File: config.mk
export PLATFORM = sky130hd
export DESIGN_NAME = adc_scan_ctrl
export DESIGN_NICKNAME = d
export VERILOG_FILES = /design/src/rtl/adc_scan_pkg.sv /design/src/rtl/adc_scan_pick.sv /design/src/rtl/adc_scan_cmd.sv /design/src/rtl/adc_scan_tmo.sv /design/src/rtl/adc_scan_ctrl.sv
export SDC_FILE = /design/constraint.sdc
export NUM_CORES = 1
export LEC_CHECK = 0
export ABC_AREA = 1
export BUFFER_PORTS_ARGS = -buffer_cell sky130_fd_sc_hd__buf_2
export CAP_MARGIN = 10
export CORE_AREA = 2 2 99 101
export CTS_BUF_LIST = sky130_fd_sc_hd__clkbuf_16
export CTS_CLUSTER_DIAMETER = 40
export DETAILED_ROUTE_END_ITERATION = 12
export DIE_AREA = 0 0 101 103
export HOLD_SLACK_MARGIN = 0.08
export PLACE_DENSITY = 0.67
export SLEW_MARGIN = 0
export SYNTH_ARGS = -nofsm -noshare
export SYNTH_HDL_FRONTEND = slang
export SYNTH_HIERARCHICAL = 1
export SYNTH_SLANG_ARGS = --single-unit
File: constraint.sdc
create_clock -name clk -period 2.09 [get_ports clk]
set_input_delay 0.209 -clock clk [delete_from_list [all_inputs] [get_ports clk]]
set_output_delay 0.209 -clock clk [all_outputs]
set_load 0.05 [all_outputs]
File: src/rtl/adc_scan_pkg.sv
package adc_scan_pkg;

  typedef enum logic [2:0] {
    S_IDLE,
    S_SEND,
    S_WAIT,
    S_STAT
  } scan_st_e;

  // converter instruction that returns data without starting a conversion
  localparam logic [7:0] STATUS_CMD = 8'h0C;

  // position of the sample inside a received word
  localparam int unsigned SMP_BITS = 13;
  localparam int unsigned SMP_LSB  = 3;

endpackage

File: src/rtl/adc_scan_pick.sv
// Lowest set bit of the pending mask, as a binary index.
module adc_scan_pick #(
  parameter int unsigned WIDTH = 16,
  parameter int unsigned IW    = 4
) (
  input  logic [WIDTH-1:0] pend,
  output logic [IW-1:0]    first_idx
);

  always_comb begin
    first_idx = '0;
    for (int i = WIDTH - 1; i >= 0; i--) begin
      if (pend[i]) first_idx = IW'(i);
    end
  end

endmodule

File: src/rtl/adc_scan_cmd.sv
// Command byte for a logical channel, or the status read.
module adc_scan_cmd
  import adc_scan_pkg::*;
#(
  parameter int unsigned NUM_IN = 8,
  parameter int unsigned CH_W   = 4
) (
  input  logic [CH_W-1:0] ch,
  input  logic            stat_sel,
  output logic [7:0]      cmd
);

  logic [7:0] raw;

  generate
    if (NUM_IN == 2) begin : g_two
      // top bit of ch selects differential; ch[0] is the input / pair head
      always_comb begin
        raw = stat_sel ? STATUS_CMD : {~ch[1], ch[0], 6'b000000};
        // narrow part: low nibble shifts up by two, top two bits stay
        cmd = (raw & 8'hC0) | {raw[5:0] & 6'b001111, 2'b00};
      end
    end else begin : g_eight
      always_comb begin
        raw = stat_sel ? STATUS_CMD : {~ch[3], ch[0], ch[2:1], 4'b0000};
        cmd = raw;
      end
    end
  endgenerate

endmodule

File: src/rtl/adc_scan_tmo.sv
// Counts cycles while run is high; flags the last allowed cycle.
module adc_scan_tmo #(
  parameter int unsigned LIMIT = 20_000_000
) (
  input  logic clk,
  input  logic rst_n,
  input  logic run,
  output logic expired
);

  localparam int unsigned CW = $clog2(LIMIT + 1);

  logic [CW-1:0] cnt_q, cnt_d;

  always_comb begin
    cnt_d   = run ? cnt_q + 1'b1 : '0;
    expired = run && (cnt_q == CW'(LIMIT - 1));
  end

  always_ff @(posedge clk or negedge rst_n) begin
    if (!rst_n) cnt_q <= '0;
    else        cnt_q <= cnt_d;
  end

endmodule

File: src/rtl/adc_scan_ctrl.sv
module adc_scan_ctrl
  import adc_scan_pkg::*;
#(
  parameter  int unsigned NUM_IN      = 8,
  parameter  int unsigned TIMEOUT_CYC = 20_000_000,
  parameter  int unsigned OUT_W       = 16,
  localparam int unsigned NCH         = 2 * NUM_IN,
  localparam int unsigned CH_W        = $clog2(NCH)
) (
  input  logic             clk,
  input  logic             rst_n,
  input  logic             scan_go,
  input  logic [NCH-1:0]   scan_mask,
  output logic             cmd_req,
  output logic [7:0]       cmd_byte,
  input  logic             cmd_ack,
  input  logic [15:0]      cmd_rdata,
  input  logic             eoc,
  output logic             smp_valid,
  input  logic             smp_ready,
  output logic [OUT_W-1:0] smp_data,
  output logic [CH_W-1:0]  smp_chan
);

  // reset: asserted asynchronously, released on a clock edge
  logic [1:0] rst_sync_q;
  logic       rst_int_n;

  always_ff @(posedge clk or negedge rst_n) begin
    if (!rst_n) rst_sync_q <= 2'b00;
    else        rst_sync_q <= {rst_sync_q[0], 1'b1};
  end
  assign rst_int_n = rst_sync_q[1];

  scan_st_e       st_q, st_d;
  logic [NCH-1:0] rem_q, rem_d;
  logic [CH_W-1:0] prev_q, prev_d;
  logic           first_q, first_d;
  logic           eoc_q;
  logic           eoc_rise;
  logic           tmo_hit;
  logic           load_smp;
  logic           smp_valid_d;
  logic [CH_W-1:0] pick_idx;

  adc_scan_pick #(.WIDTH(NCH), .IW(CH_W)) u_pick (
    .pend      (rem_q),
    .first_idx (pick_idx)
  );

  adc_scan_cmd #(.NUM_IN(NUM_IN), .CH_W(CH_W)) u_cmd (
    .ch       (pick_idx),
    .stat_sel (st_q == S_STAT),
    .cmd      (cmd_byte)
  );

  adc_scan_tmo #(.LIMIT(TIMEOUT_CYC)) u_tmo (
    .clk     (clk),
    .rst_n   (rst_int_n),
    .run     (st_q == S_WAIT),
    .expired (tmo_hit)
  );

  assign eoc_rise = eoc && !eoc_q;
  // a frame starts only with the output register empty
  assign cmd_req  = ((st_q == S_SEND) || (st_q == S_STAT)) && !smp_valid;

  always_comb begin
    st_d     = st_q;
    rem_d    = rem_q;
    prev_d   = prev_q;
    first_d  = first_q;
    load_smp = 1'b0;
    unique case (st_q)
      S_IDLE: begin
        if (scan_go && (|scan_mask)) begin
          rem_d   = scan_mask;
          first_d = 1'b1;
          st_d    = S_SEND;
        end
      end
      S_SEND: begin
        if (cmd_req && cmd_ack) begin
          rem_d    = rem_q & ~(NCH'(1) << pick_idx);
          prev_d   = pick_idx;
          first_d  = 1'b0;
          load_smp = !first_q;
          st_d     = S_WAIT;
        end
      end
      S_WAIT: begin
        if (tmo_hit)       st_d = S_IDLE;
        else if (eoc_rise) st_d = (|rem_q) ? S_SEND : S_STAT;
      end
      S_STAT: begin
        if (cmd_req && cmd_ack) begin
          load_smp = 1'b1;
          st_d     = S_IDLE;
        end
      end
      default: st_d = S_IDLE;
    endcase
  end

  always_comb begin
    if (load_smp)                    smp_valid_d = 1'b1;
    else if (smp_valid && smp_ready) smp_valid_d = 1'b0;
    else                             smp_valid_d = smp_valid;
  end

  always_ff @(posedge clk or negedge rst_int_n) begin
    if (!rst_int_n) begin
      st_q      <= S_IDLE;
      rem_q     <= '0;
      prev_q    <= '0;
      first_q   <= 1'b0;
      eoc_q     <= 1'b0;
      smp_valid <= 1'b0;
    end else begin
      st_q      <= st_d;
      rem_q     <= rem_d;
      prev_q    <= prev_d;
      first_q   <= first_d;
      eoc_q     <= eoc;
      smp_valid <= smp_valid_d;
    end
  end

  // sample payload: written only when a result is captured
  always_ff @(posedge clk or negedge rst_int_n) begin
    if (!rst_int_n) begin
      smp_data <= '0;
      smp_chan <= '0;
    end else if (load_smp) begin
      smp_data <= OUT_W'($signed(cmd_rdata) >>> SMP_LSB);
      smp_chan <= prev_q;
    end
  end

endmodule

== Word level (Yosys, flattened, before mapping) ==
Index checks and enable logic that the tools add are counted.
Operators by class
  $add $sub $neg: 1
  eq/ne operators: 8
  shifts and indexed selects: 1
  muxes and demuxes: 36
  bitwise logic cells: 3
  reduce and logical (&&, ||, !) cells: 18
Operators by type and width (number)
  two-way mux 4 bit: 16
  two-way mux 16 bit: 2
  one-hot mux 16 bit (2 select lines): 1
  OR reduction 16 bit: 2
  adder 25 x 1 -> 25 bit (second input constant): 1
  equality test 25 bit (second input constant): 1
  two-way mux 25 bit: 1
  AND 16 bit: 1
  NOT 16 bit: 1
  << shifter 1 x 4 -> 16 bit (first input constant): 1
  two-way mux 3 bit: 5
  one-hot mux 3 bit (4 select lines): 1
  two-way mux 8 bit: 1
  equality test 3 x 2 -> 1 bit (second input constant): 2
  logical AND 1 bit: 6
  two-way mux 1 bit: 6
  inequality test 2 bit (second input constant): 2
  one-hot mux 1 bit (2 select lines): 2
  AND reduction 4 bit: 1
  nonzero test 2 bit: 2
  equality test 3 x 1 -> 1 bit (second input constant): 1
  zero test 1 bit: 3
  zero test 3 bit: 1
  inequality test 3 bit (second input constant): 1
  other kinds (6): 6
Storage, ports and cells
  register bits after elaboration: 70
  input bits: 38
  output and inout bits: 30
  logic and storage cells: 77

== Longest topological paths before layout ==
  depth after elaboration: 21
  gate-level depth with buffers: 22
  depth with buffers taken out: 21

== Cells and area by module ==
The synthesis kept the hierarchy.
By module, submodules not included
  adc_scan_ctrl: times used 1, cells each 304, area each 2284.7 µm², seq. area each 1101.1 µm²
  adc_scan_tmo: times used 1, cells each 196, area each 1519.0 µm², seq. area each 625.6 µm²
  adc_scan_pick: times used 1, cells each 46, area each 212.7 µm², seq. area each 0.0 µm²
  adc_scan_cmd: times used 1, cells each 12, area each 60.1 µm², seq. area each 0.0 µm²

== Worst setup path before layout ==
No wires, ideal clock.
  path type: register -> output
  start point: register rem_q[14]
  end point: output cmd_byte[6]
  arrival time: 1.799 ns
  required time: 1.881 ns
  setup slack: 0.082 ns
  cell stages (with the launch flop): 18
  buffers on the path: 0
  cell sequence: dfrtp_1 > inv_1 > nand2_1 > nand2_1 > nand2_1 > nand2_1 > nand2_1 > nand2_1 > nand2_1 > nand2_1 > nand2_1 > nand2_1 > nand2_1 > nand2_1 > nand2_1 > a21oi_2 > inv_1 > nor2_1
On the way
  cells in the longest elaborated chain, start to end: 16
Ends and longest elaborated chain
  from (decl): RTL line adc_scan_ctrl.sv:36  | logic [NCH-1:0] rem_q, rem_d;
  from (signal assigned): RTL line adc_scan_ctrl.sv:121  | rem_q <= rem_d;
  two-way mux 4 bit (15 in series): RTL line adc_scan_pick.sv:13  | if (pend[i]) first_idx = IW'(i);
  via pick_idx[0]: RTL line adc_scan_ctrl.sv:44  | logic [CH_W-1:0] pick_idx;
  two-way mux 8 bit: RTL line adc_scan_cmd.sv:25  | raw = stat_sel ? STATUS_CMD : {~ch[3], ch[0], ch[2:1], 4'b0000};
  to (decl): RTL line adc_scan_ctrl.sv:15  | output logic [7:0] cmd_byte,
The timed path passes the listed nets, and every way through them passes these cells.

== Worst setup path in the final report ==
  start point: register rem_q[15]
  end point: output cmd_byte[4]
On the way
  cells in the longest elaborated chain, start to end: 17
Ends and longest elaborated chain (RTL line)
  two-way mux 4 bit (16 in series): adc_scan_pick.sv:13
  via pick_idx[1]: adc_scan_ctrl.sv:44
  two-way mux 8 bit: adc_scan_cmd.sv:25
The timed path passes the listed nets, and every way through them passes these cells.

==> flow_metrics.env <==
export IMPL_antenna_found_initial=0
export IMPL_cp_arrival_ns=1.97
export IMPL_dpl_hpwl_microns=6600
export IMPL_max_freq_ghz=0.459
export IMPL_p_per_area_mw_per_mm2=1540
export IMPL_rsz0062_at_grt="true"
export IMPL_leakage_nw=2.64
export IMPL_mostFrequentLayoutCells="159 x nand2_1, 68 x dfrtp_1, 63 x nor2_1, 61 x inv_1, 58 x buf_2"
export IMPL_cts_max_level=3
export IMPL_pwr_share_comb=0.529
export IMPL_cts_buffers=9
export IMPL_switching_share=0.473
export IMPL_postPlaceCellArea_sq_mm=0.00454
export IMPL_syn_to_final_growth_pct=21.7
export IMPL_vias=3742
export IMPL_antenna_left=0
export IMPL_skew_ns=0.00453
export IMPL_drive_gt1_frac=0.233
export IMPL_r2r_end="rem_q[0]$_DFFE_PN0P_"
export IMPL_synthDistinctLibCells=36
export IMPL_postLayoutCoreUtil=0.525
export IMPL_core_area_sq_mm=0.00946
export IMPL_layout_setup_ws_ns=-0.0875
export IMPL_dieArea_sq_mm=0.0104
export IMPL_grt_pass1_vias=3514
export IMPL_drt_initial_drc_count=181
export IMPL_crit_fanout=5
export IMPL_final_hold_violation_count=0
export IMPL_cp_startpoint="rem_q[15]$_DFFE_PN0P_"
export IMPL_cts_tree="done"
export IMPL_tns_ns=-0.208
export IMPL_min_path_cells=3
export IMPL_grt_ovfl_total=0
export IMPL_clockRootBuffer="clkbuf_16"
export IMPL_vdd_ir_drop_worst_mv=1.49
export IMPL_final_common_cell="nand2_1"
export IMPL_syn_area_sq_mm=0.00408
export IMPL_hold_class="input port to flip-flop"
export IMPL_io_pin_count=68
export IMPL_drt_wl_total_microns=9340
export IMPL_cp_endpoint="cmd_byte[4]"
export IMPL_p_total_mw=7.65
export IMPL_crit_type="flip-flop to output pin"
export IMPL_use_met2=0.318
export IMPL_initial_core_util=0.431
export IMPL_finalSetupViolCount=4
export IMPL_hold_worst_slack_ns=0.110
export IMPL_rows=36
export IMPL_yosysSeqAreaShare=0.424
export IMPL_grt_max_degree=55
export IMPL_path_clk_slew_ns=0.06
export IMPL_cts_path_max_buffers=2
export IMPL_wire_per_inst_microns=12.4
export IMPL_slew_viol_final=0
export IMPL_outcome="finished with violations"
export IMPL_grtUsageMet1=0.243
export IMPL_reg2reg_depth=13
export IMPL_r2r_start="rem_q[15]$_DFFE_PN0P_"
export IMPL_cap_violations=0
export IMPL_dr_pass1_iters=4
export IMPL_top_usage_layer="met2"
export IMPL_final_period_utilization=1.04
export IMPL_clock_latency_ns=0.32
export IMPL_pwr_share_seq=0.261
export IMPL_netlist_instances=558
export IMPL_grt_pass1_wl_microns=15700
export IMPL_finalNonFillerCells=753
export IMPL_die_w_microns=101
export IMPL_avgSynthCellArea_sq_um=7.31
export IMPL_gr_usage_met3=0.0420
export IMPL_track_usage=0.190
export IMPL_violations="setup timing"
export IMPL_design_area_sq_mm=0.00496
export IMPL_fin_nets=673
export IMPL_worstSetupEndpointType="output pin"
export IMPL_gp_congestion=0.886
export IMPL_power_switching_mw=3.61
export IMPL_dp_cells=730
export IMPL_p_int_mw=4.03
export IMPL_io_buffers=62
export IMPL_place_ws_ns=0.0687
export IMPL_routed_via_density=4.97
export IMPL_drc=0
export IMPL_fillCellCount=888
export IMPL_cts_sinks=69
export IMPL_setup_worst_path_start_class="flip-flop"
export IMPL_power_frac_clock=0.209
export IMPL_die_h_microns=103
export IMPL_yosys_warnings=6
export IMPL_ys_ff_latch=69
export IMPL_antennaDiodeCount=0
export IMPL_reg2reg_slack_ns=0.11
export IMPL_final_min_clock_period_ns=2.18
export IMPL_cp_required_ns=1.88
[cells by family (layout without fill, tap and decap cells)]
family          Yosys count  in the layout  share of synthesized area
fa+ha+maj                 1              1                    0.00307
other cells               2              3                    0.00184
simple gates            337            337                      0.392
compound gates           50             50                     0.0675
flops                    69             69                      0.424
xor+xnor                  2              2                    0.00430
buf+inv                  97            177                      0.107
[how the worst min path moves through the flow]
stage / startpoint / end / slack, ns
2_1_floorplan: rst_n / rst_sync_q[0]$_DFF_PN0_ / -0.09
3_3_place_gp: rst_n / rst_sync_q[0]$_DFF_PN0_ / -0.005
3_5_place_dp: rst_n / rst_sync_q[0]$_DFF_PN0_ / -0.003
4_1_cts: cmd_rdata[6] / smp_data[3]$_DFFE_PN0P_ / 0.10
5_1_grt: cmd_rdata[6] / smp_data[3]$_DFFE_PN0P_ / 0.11
6_report: cmd_rdata[3] / smp_data[0]$_DFFE_PN0P_ / 0.11
[per-layer routing]
| metal | share of wire | vias to the layer above | wire length [microns] |
|---|---|---|---|
| met5 | 0 | - | 0 |
| met4 | 0.0097 | 0 | 91 |
| met3 | 0.064 | 8 | 594 |
| met2 | 0.47 | 114 | 4370 |
| met1 | 0.46 | 1708 | 4290 |
| li1 | - | 1912 | - |
[power by group through the flow]
stage / clock (mW) / sequential, mW / combinational, mW
2_1_floorplan: 0 / 2.56 / 2.33
3_5_place_dp: 0 / 2.01 / 3.78
5_1_grt: 1.69 / 2.05 / 4.45
6_report: 1.60 / 2.00 / 4.05
3_3_place_gp: 0 / 2.00 / 3.74
4_1_cts: 1.63 / 2.00 / 3.90
[flip-flops by register name, indices dropped and copies added, names as in the netlist]
name         cells
smp_valid        1
first_q          1
st_q             2
smp_chan         4
rst_sync_q       2
rem_q           16
eoc_q            1
u_tmo/cnt_q     25
smp_data        13
prev_q           4
[cell usage after synthesis]
library cell	instances	area, sq um
o21ai_0	9	45.0
dfrtp_1	69	1730
clkinv_1	4	15.0
nor2_4	4	45.0
nand3_1	51	255
or2_1	1	6.26
xor2_1	2	17.5
buf_4	7	52.6
a21oi_2	4	35.0
conb_1	2	7.51
inv_2	6	22.5
nand2_2	9	56.3
o21a_1	1	7.51
ha_1	1	12.5
nand2_4	4	45.0
a21oi_1	11	55.1
inv_1	62	233
a31oi_1	1	6.26
nand4_1	18	113
nor2_1	65	244
o21ai_1	22	110
buf_2	15	75.1
o21ai_2	1	8.76
bufinv_8	1	17.5
and3_1	2	12.5
o211ai_1	1	7.51
or3_1	1	6.26
nand2_1	159	597
or2_2	2	12.5
buf_6	2	22.5
nor2_8	5	100
and2_1	1	6.26
nor2_2	4	25.0
nor3_1	4	20.0
nor4_1	4	25.0
nand3_2	3	30.0
[worst max-delay path, stage by stage (launching register included)]
cell and delay, ns:
dfrtp_1 0.36, or2_1 0.14, nand3_1 0.08, nand3_1 0.07, nand3_1 0.07, nand3_1 0.07
a31oi_1 0.09, nor3_2 0.25, buf_4 0.19, inv_1 0.05, nor2_2 0.09, buf_6 0.17
[layout make-up]
cell class	count	area, sq um	share of cell area
Clock buffer	9	225	0.0454
Timing Repair Buffer	88	547	0.110
Inverter	73	299	0.0603
Multi-Input combinational cell	393	1930	0.389
Tap cell	114	143	0.0287
Sequential cell	69	1730	0.348
Clock inverter	7	90.1	0.0182
[what timing repair did]
action / in CTS / in global routing
endpoints found under the setup margin: 4 / 21
resized for setup: 9 / 7
pin swaps: 1 / 5
buffers inserted: 1 / 3
endpoints found under the hold margin: 4 / 0
hold buffers: 3 / 0
cloned: 0 / 0
(Power assumes the default switching activity.)
